$ cat src/rtl/prio_irq_ctl.sv
`timescale 1ns/1ps
module prio_irq_ctl #(
  parameter int CALL_CYC = 6,
  parameter int VEC_BASE = 3,
  parameter int VEC_STEP = 8
) (
  input  logic        clk,
  input  logic        rst_n,
  input  logic [10:0] irq,
  input  logic        mc_stb,
  input  logic        insn_end,
  input  logic        is_reti,
  input  logic        wr_en,
  input  logic [2:0]  wr_addr,
  input  logic [7:0]  wr_data,
  output logic        ack,
  output logic [15:0] vec_addr,
  output logic        vec_go,
  output logic        svc_act,
  output logic [1:0]  svc_lvl
);
  localparam int N  = 11;
  localparam int CW = $clog2(CALL_CYC + 1);

  logic [N-1:0] flag, en, pl0, pl1;
  logic         glb, blk_wr;
  logic [3:0]   isr;
  logic [CW-1:0] cnt;
  logic         win_v;
  logic [3:0]   win_id;
  logic [1:0]   win_lvl;

  wire bnd    = mc_stb & insn_end;
  wire hold   = is_reti | wr_en | blk_wr;
  wire do_ack = bnd & ~hold & win_v & (cnt == '0);

  assign svc_act = |isr;

  always_comb begin
    svc_lvl = 2'd0;
    for (int l = 0; l < 4; l++)
      if (isr[l]) svc_lvl = 2'(l);
  end

  always_comb begin
    win_v = 1'b0; win_id = '0; win_lvl = '0;
    for (int i = N - 1; i >= 0; i--) begin
      if (flag[i] && en[i] && glb &&
          (!svc_act || {pl1[i], pl0[i]} > svc_lvl) &&
          (!win_v || {pl1[i], pl0[i]} >= win_lvl)) begin
        win_v = 1'b1; win_id = 4'(i); win_lvl = {pl1[i], pl0[i]};
      end
    end
  end

  always_ff @(posedge clk or negedge rst_n) begin
    if (!rst_n) begin
      glb <= 1'b0; en <= '0; pl0 <= '0; pl1 <= '0;
    end else if (wr_en) begin
      case (wr_addr)
        3'd0: begin glb <= wr_data[7]; en[5:0] <= wr_data[5:0]; end
        3'd1: en[10:6]  <= wr_data[4:0];
        3'd2: pl0[7:0]  <= wr_data;
        3'd3: pl0[10:8] <= wr_data[2:0];
        3'd4: pl1[7:0]  <= wr_data;
        3'd5: pl1[10:8] <= wr_data[2:0];
        default: ;
      endcase
    end
  end

  always_ff @(posedge clk or negedge rst_n) begin
    if (!rst_n) begin
      flag <= '0; blk_wr <= 1'b0; isr <= '0; cnt <= '0;
      ack <= 1'b0; vec_go <= 1'b0; vec_addr <= '0;
    end else begin
      ack    <= do_ack;
      vec_go <= mc_stb && (cnt == CW'(1));
      if (bnd) blk_wr <= 1'b0;
      else if (wr_en) blk_wr <= 1'b1;
      if (mc_stb)
        flag <= (flag & ~(do_ack ? (N'(1) << win_id) : N'(0))) | irq;
      if (do_ack) begin
        cnt      <= CW'(CALL_CYC);
        isr      <= isr | (4'b1 << win_lvl);
        vec_addr <= 16'(VEC_BASE + VEC_STEP * int'(win_id));
      end else begin
        if (mc_stb && cnt != '0) cnt <= cnt - CW'(1);
        if (bnd && is_reti) isr <= isr & ~(4'b1 << svc_lvl);
      end
    end
  end

  p_ack_at_bnd_r5: assert property (@(posedge clk) disable iff (!rst_n)
    ack |-> $past(mc_stb && insn_end));
  p_ack_not_held_r6: assert property (@(posedge clk) disable iff (!rst_n)
    ack |-> !$past(is_reti) && !$past(wr_en));
  p_no_ack_in_call_r8: assert property (@(posedge clk) disable iff (!rst_n)
    ack |-> $past(cnt == '0));
  p_strict_preempt_r7: assert property (@(posedge clk) disable iff (!rst_n)
    (ack && $past(svc_act)) |-> svc_lvl > $past(svc_lvl));
  p_reti_pops_r9: assert property (@(posedge clk) disable iff (!rst_n)
    $past(mc_stb && insn_end && is_reti && svc_act) |->
      $countones(isr) == $countones($past(isr)) - 1);
endmodule

$ cat config.mk
export PLATFORM = sky130hd
export DESIGN_NAME = prio_irq_ctl
export DESIGN_NICKNAME = d
export VERILOG_FILES = /design/src/rtl/prio_irq_ctl.sv
export SDC_FILE = /design/constraint.sdc
export NUM_CORES = 1
export LEC_CHECK = 0
export ABC_CLOCK_PERIOD_IN_PS = 27500
export BUFFER_PORTS_ARGS = -buffer_cell sky130_fd_sc_hd__buf_4
export CORE_MARGIN = 2
export CORE_UTILIZATION = 58
export CTS_CLUSTER_SIZE = 30
export DETAILED_ROUTE_END_ITERATION = 10
export GPL_ROUTABILITY_DRIVEN = 0
export PLACE_DENSITY = 0.79
export SETUP_SLACK_MARGIN = 0.05
export SLEW_MARGIN = 20
export SYNTH_ARGS = -nofsm -noshare
export SYNTH_HDL_FRONTEND = slang
export SYNTH_SLANG_ARGS = --single-unit
$ cat constraint.sdc
create_clock -name clk -period 27.5 [get_ports clk]
set_clock_uncertainty 0.1 [all_clocks]
set_input_delay 1.375 -clock clk [delete_from_list [all_inputs] [get_ports clk]]
set_output_delay 1.375 -clock clk [all_outputs]
set_load 0.05 [all_outputs]
==> reports/metrics.csv, run 1 <==
metric,value,unit
Critical Path Max Stage Delay,0.75,ns
number of nets in the finished design,592,
number of enable-type register cells in the synthesized netlist,0,
area share of the largest cell type after synthesis,0.334,
filler cell count,598,
max frequency,61.6,MHz
maximum number of pins on one net before global-route repair,61,
clock root buffer,sky130_fd_sc_hd__clkbuf_8,
Post-Place Setup Slack,11.68,ns
count of final max-slew check failures,0,
vias in the first global route,3838,
peak supply drop,59.8,uV
data arrival time of the critical path,16.37,ns
Post-Route Setup TNS,0,ns
commonest register cell after synthesis,sky130_fd_sc_hd__dfrtp_1,
DRC errors left,0,
number of hold buffers added after CTS,0,
average detailed-routed wire length per instance,18.5,um
CTS H-tree depth,3,
TritonCTS clock tree,done,
clock input transition at the sequential cells of the worst setup and hold paths,0.08,ns
worst-skew pair later-pin latency,0.35,ns
global-route wire length before repair,19400,um
"Core Util, Final",0.663,
path type of the worst setup path,reg -> reg,
number of maximum-capacitance violations,0,
library cell with the largest summed area after synthesis,sky130_fd_sc_hd__dfrtp_1,
proportion of layout cells with a drive suffix above 1,0.206,
average cell area after synthesis,9.30,um^2
category of the worst setup path capture point,register,
time the worst path needs with I/O delays and setup,16.24,ns
required time of the critical path,27.63,ns
combined global-route utilization of all metal layers,0.294,
final worst hold slack,0.380,ns
synth-to-layout area growth,12.3,%
CTS-repair resized insts,0,
top fanout value on the critical path,13,
summed instance area of the synthesized netlist,4490,um^2
total die area,8470,um^2
total of flip-flops plus latches after synthesis,60,
routed wire length,11700,um
count of buffers inserted at the top-level ports,38,
buffers inserted by post-CTS timing repair,0,
clock tree sinks,60,
number of setup violations in the final report,0,
part of the Yosys area used for sequential elements,0.334,
number of antenna violations at the first check in global routing,0,
floorplan die height,92.0,um
post-DP HPWL,8550,um
Tcrit/Tclk final,0.590,
Worst Slack Setup Final,11.26,ns
First DRT Iteration DRCs,336,
Via-to-Cell Ratio,6.28,
number of routed nets with antenna violations,0,
number of iterations in the first detailed-routing pass,5,
FP Rows,32,
slew at the pin closest to its max-slew limit,0.940,ns
worst max-slew margin expressed relative to the limit,0.367,
Initial Utilization,0.591,
I/O pin count,49,
kind of start point of the critical path,register,
GRT Residual Overflow,0,
setup repair after global routing missed its margin,false,
leading post-synthesis cells by cell area,"sky130_fd_sc_hd__dfrtp_1 33%, sky130_fd_sc_hd__ha_1 11%, sky130_fd_sc_hd__mux2_2 6.3%, sky130_fd_sc_hd__nand2_1 4.6%, sky130_fd_sc_hd__o21ai_0 3.5%",
Core Footprint,7610,um^2
Synth Instances,483,
ys async rst share,1.00,
"Hold Vio Cnt, Final",0,
number of warnings issued by yosys,0,
Inserted Diodes,0,
classification of the worst-slack hold path,reg -> reg,
total vias in the final route,3965,
reported leakage power,2.34,nW
count of cell types in the netlist,71,
buffer depth of the longest clock path,2,
PD cells,92.2,nW/um^2
number of buffers inserted during clock tree synthesis,9,
chip width,92.0,um
result of the run,finished clean,
slowest stage cell on the critical path,sky130_fd_sc_hd__nor4_1,
==> power by group <==
| group | leakage, nW | switching [mW] | internal [mW] |
|---|---|---|---|
| registers | 0.705 | 0.0157 | 0.104 |
| clock network | 0.0958 | 0.0400 | 0.0423 |
| logic | 1.54 | 0.160 | 0.103 |
==> cells in the mapped netlist (5+ instances only) <==
library cell and number:
sky130_fd_sc_hd__o31ai_1 5, sky130_fd_sc_hd__buf_4 11, sky130_fd_sc_hd__mux2_2 25, sky130_fd_sc_hd__a21o_1 9, sky130_fd_sc_hd__nor2_1 21, sky130_fd_sc_hd__clkbuf_1 8, sky130_fd_sc_hd__o211ai_1 8, sky130_fd_sc_hd__nor2b_1 12
sky130_fd_sc_hd__dfrtp_1 60, sky130_fd_sc_hd__ha_1 40, sky130_fd_sc_hd__o21ai_0 31, sky130_fd_sc_hd__nand2_1 55, sky130_fd_sc_hd__a21oi_1 26, sky130_fd_sc_hd__nor3_1 6, sky130_fd_sc_hd__o211a_1 5, sky130_fd_sc_hd__nand2b_1 14
sky130_fd_sc_hd__inv_1 24, sky130_fd_sc_hd__nand3_1 18, sky130_fd_sc_hd__a22o_1 11, sky130_fd_sc_hd__o21a_1 5, sky130_fd_sc_hd__and2_1 5
==> logic make-up after synthesis <==
family,synth area share
other,0.000835
muxes,0.0749
DFF,0.334
adders and majority gates,0.116
buffers and inverters,0.0493
and+or+nand+nor,0.176
AOI/OAI and AO/OA,0.249
==> cell type report <==
| type | instances | area (um^2) | share of cell area |
|---|---|---|---|
| Inverter | 25 | 93.8 | 0.0186 |
| Clock buffer | 9 | 124 | 0.0246 |
| Clock inverter | 7 | 76.3 | 0.0151 |
| Tap cell | 102 | 128 | 0.0253 |
| Timing Repair Buffer | 42 | 315 | 0.0625 |
| Multi-Input combinational cell | 386 | 2810 | 0.556 |
| Sequential cell | 60 | 1500 | 0.298 |
==> per-layer routing <==
| metal | track usage | routed length [um] | part of all wire | vias to the layer above |
|---|---|---|---|---|
| li1 | - | - | - | 1860 |
| met1 | 0.412 | 5120 | 0.44 | 1885 |
| met2 | 0.452 | 5260 | 0.45 | 192 |
| met3 | 0.0592 | 978 | 0.084 | 28 |
| met4 | 0.111 | 293 | 0.025 | 0 |
| met5 | 0 | 0 | 0 | - |
==> state kept, by name, indices dropped and copies added, names as in the netlist <==
| name | cells |
|---|---|
| en | 11 |
| vec_go | 1 |
| glb | 1 |
| pl0 | 11 |
| isr | 4 |
| ack | 1 |
| pl1 | 11 |
| cnt | 3 |
| flag | 11 |
| blk_wr | 1 |
| vec_addr | 5 |
==> critical path, delay by kind of cell (launching register included) <==
family / cells / cell delay, ns
buffers and inverters: 2 / 0.36
AO/OA/AOI/OAI: 31 / 6.10
multiplexers: 4 / 1.38
adder cells (fa/ha/maj): 12 / 3.38
flip-flops: 1 / 0.45
AND/OR/NAND/NOR: 21 / 4.28
==> final timing paths <==
check	depth (start not counted)	slack [ns]	end	start
setup / recovery	70	11.26	flag[6]$_DFFE_PN0P_	isr[3]$_DFFE_PN0P_
hold / removal	1	0.38	vec_go$_DFF_PN0_	cnt[2]$_DFFE_PN0P_
setup reg to reg	70	11.26	flag[6]$_DFFE_PN0P_	isr[3]$_DFFE_PN0P_
hold reg to reg	1	0.38	vec_go$_DFF_PN0_	cnt[2]$_DFFE_PN0P_
max in group asynchronous	1	25.78	pl1[1]$_DFFE_PN0P_	rst_n
min in group asynchronous	1	1.00	pl0[8]$_DFFE_PN0P_	rst_n
==> placed cells by master, fill, tap and decap left out, types with 4 or more instances in the layout <==
cell type / n
sky130_fd_sc_hd__a31oi_1: 4
sky130_fd_sc_hd__a21o_1: 9
sky130_fd_sc_hd__o211a_1: 5
sky130_fd_sc_hd__inv_1: 24
sky130_fd_sc_hd__buf_4: 42
sky130_fd_sc_hd__o31ai_1: 5
sky130_fd_sc_hd__a21oi_1: 26
sky130_fd_sc_hd__o21a_1: 5
sky130_fd_sc_hd__nand2_1: 55
sky130_fd_sc_hd__mux2_2: 25
sky130_fd_sc_hd__and2_1: 5
sky130_fd_sc_hd__conb_1: 10
sky130_fd_sc_hd__dfrtp_1: 60
sky130_fd_sc_hd__a22o_1: 11
sky130_fd_sc_hd__nand3_1: 18
sky130_fd_sc_hd__clkbuf_8: 9
sky130_fd_sc_hd__o21ai_0: 31
sky130_fd_sc_hd__o211ai_1: 8
sky130_fd_sc_hd__and3_1: 4
sky130_fd_sc_hd__a211o_1: 4
sky130_fd_sc_hd__ha_1: 40
sky130_fd_sc_hd__nand2b_1: 14
sky130_fd_sc_hd__a211oi_1: 4
sky130_fd_sc_hd__nor3_1: 6
sky130_fd_sc_hd__nor2b_1: 12
sky130_fd_sc_hd__nor2_1: 20
==> through the flow <==
step                      instance area [um^2]  instances  power (mW)
after CTS                                 5040        631       0.460
after detailed placement                  4840        615       0.377
after floorplan                           4530        492       0.320
after global routing                      5040        631       0.503
final                                     5040        631       0.465
after global placement                    4840        615       0.367
Power figures use the tool's default switching activity.
==> inputs of run 2 (changes only) <==
Settings changed: ABC_CLOCK_PERIOD_IN_PS 27500 to 15600.
Clock period 27.5 ns to 15.6 ns, I/O delays scaled along.
==> run 2 against run 1 <==
  * Critical path depth is 6 higher
  * Worst setup slack worse by 11 ns
  * Worst hold slack worse by 0.012 ns
  * Register-to-register slack worse by 11 ns
  * Sequential share of layout area is 1.4 points lower
  * Sequential power is 75% higher
  * Routed wire length is 2.4% higher
  * Global-route usage is 0.63 points lower
  * Non-clock buffer count is 18 higher
  * Maximum frequency is 9.1% higher
  * Final area is 5.3% higher
  * Flip-flop and latch count stayed put
  * Critical endpoint is now flag[9]$_DFFE_PN0P_
==> reports/metrics.csv, run 2 (same netlist as run 1, synthesis figures left out) <==
metric,value,unit
"leading cell type in the layout, fill and taps excluded",sky130_fd_sc_hd__buf_4,
placed inst area,4860,um^2
time the worst path needs with I/O delays and setup,14.88,ns
dominant cell type by count on the critical path,sky130_fd_sc_hd__ha_1,
proportion of layout cells with a drive suffix above 1,0.265,
synth-to-layout area growth,18.2,%
CTS H-tree depth,3,
number of antenna violations at the first check in global routing,0,
combined global-route utilization of all metal layers,0.288,
Inserted Diodes,0,
buffer depth of the longest clock path,2,
area used by sequential logic in the layout,1500,um^2
vias in the first global route,3663,
filler cell count,563,
floorplan die height,92.0,um
kind of start point of the critical path,register,
Via-to-Cell Ratio,6.28,
peak supply drop,161,uV
data arrival time of the critical path,15.01,ns
worst-skew pair later-pin latency,0.34,ns
required time of the critical path,15.73,ns
"Hold Vio Cnt, Final",0,
number of buffers inserted during clock tree synthesis,9,
result of the run,finished clean,
Critical Path Max Stage Delay,0.46,ns
Initial Utilization,0.591,
worst max-slew margin expressed relative to the limit,0.371,
count of final max-slew check failures,0,
final worst hold slack,0.369,ns
FP Rows,32,
"Core Util, Final",0.698,
clock root buffer,sky130_fd_sc_hd__clkbuf_8,
count of buffers inserted at the top-level ports,38,
max frequency,67.2,MHz
clock input transition at the sequential cells of the worst setup and hold paths,0.08,ns
top fanout value on the critical path,6,
First DRT Iteration DRCs,268,
number of nets in the finished design,610,
I/O pin count,49,
slowest stage cell on the critical path,sky130_fd_sc_hd__dfrtp_2,
chip width,92.0,um
Finished Cell Area,5310,um^2
maximum number of pins on one net before global-route repair,61,
reported leakage power,2.47,nW
GRT Residual Overflow,0,
Tcrit/Tclk final,0.954,
total die area,8470,um^2
TritonCTS clock tree,done,
global-route wire length before repair,18600,um
number of maximum-capacitance violations,0,
clock tree sinks,60,
slew at the pin closest to its max-slew limit,0.940,ns
classification of the worst-slack hold path,reg -> reg,
total vias in the final route,4076,
category of the worst setup path capture point,register,
Pwr Total,0.911,mW
number of routed nets with antenna violations,0,
most frequent cells in the layout,"60 x sky130_fd_sc_hd__buf_4, 58 x sky130_fd_sc_hd__dfrtp_1, 54 x sky130_fd_sc_hd__nand2_1",
path type of the worst setup path,reg -> reg,
PD cells,171,nW/um^2
number of iterations in the first detailed-routing pass,5,
area of combinational cells with multiple inputs,2890,um^2
post-DP HPWL,8450,um
Core Footprint,7610,um^2
routed wire length,11900,um
average detailed-routed wire length per instance,18.4,um
number of setup violations in the final report,0,
DRC errors left,0,
-- run 2: changes by cell type in the layout (fill, tap and decap cells not counted), moves of 2 or more --
cell	change
sky130_fd_sc_hd__a21oi_1	-3
sky130_fd_sc_hd__a21oi_2	+3
sky130_fd_sc_hd__buf_4	+18
sky130_fd_sc_hd__bufinv_16	+2
sky130_fd_sc_hd__dfrtp_1	-2
sky130_fd_sc_hd__dfrtp_2	+2
sky130_fd_sc_hd__nor2_1	-4
sky130_fd_sc_hd__nor2_2	+4
sky130_fd_sc_hd__o31ai_1	-2
sky130_fd_sc_hd__o31ai_2	+2
-- run 2: path summary, 6_finish.rpt --
kind                                    startpoint                   to  slack, ns  depth (start not counted)
worst max register to register  isr[3]$_DFFE_PN0P_  flag[9]$_DFFE_PN0P_       0.72                         76
worst min-delay path            cnt[2]$_DFFE_PN0P_     vec_go$_DFF_PN0_       0.37                          1
worst min register to register  cnt[2]$_DFFE_PN0P_     vec_go$_DFF_PN0_       0.37                          1
max in group asynchronous                    rst_n   isr[2]$_DFFE_PN0P_      14.47                          1
worst max-delay path            isr[3]$_DFFE_PN0P_  flag[9]$_DFFE_PN0P_       0.72                         76
min in group asynchronous                    rst_n   pl1[9]$_DFFE_PN0P_       0.40                          1
-- run 2: what timing repair did --
item                       CTS  global route
setup endpoints to repair    0            19
buffers inserted             0            16
hold buffers                 0             0
resized for setup            0            20
-- run 2: routing by layer --
| layer | routed length (um) | track usage |
|---|---|---|
| met1 | 5150 | 0.401 |
| met2 | 5400 | 0.433 |
| met3 | 936 | 0.0657 |
| met4 | 451 | 0.121 |
| met5 | 0 | 0 |
-- run 2: layout make-up --
cell class,instances,share of cell area
Multi-Input combinational cell,386,0.543
Clock inverter,6,0.0210
Sequential cell,60,0.283
Clock buffer,10,0.0259
Tap cell,102,0.0240
Inverter,25,0.0177
Timing Repair Buffer,60,0.0848
-- run 2: worst max-delay path: cells and delay by family, from the launching register on --
kind,cells,cell delay [ns]
buf+inv,2,0.23
simple gates,23,3.16
flops,1,0.46
mux,4,1.35
compound gates,35,6.24
fa+ha+maj,12,3.18
-- run 2: per-stage QoR --
stage                     worst slack [ns]  instances  setup TNS (ns)
final                                0.722        649               0
after floorplan                       1.24        492               0
after global placement               0.883        617               0
after detailed placement             0.316        617               0
after global routing                -0.189        649          -0.851
after CTS                           0.0749        633               0
-- run 2: where the power goes --
group | switching (mW) | internal [mW] | total (mW)
combinational | 0.307 | 0.218 | 0.524
sequential | 0.0254 | 0.184 | 0.210
clock | 0.0663 | 0.110 | 0.177
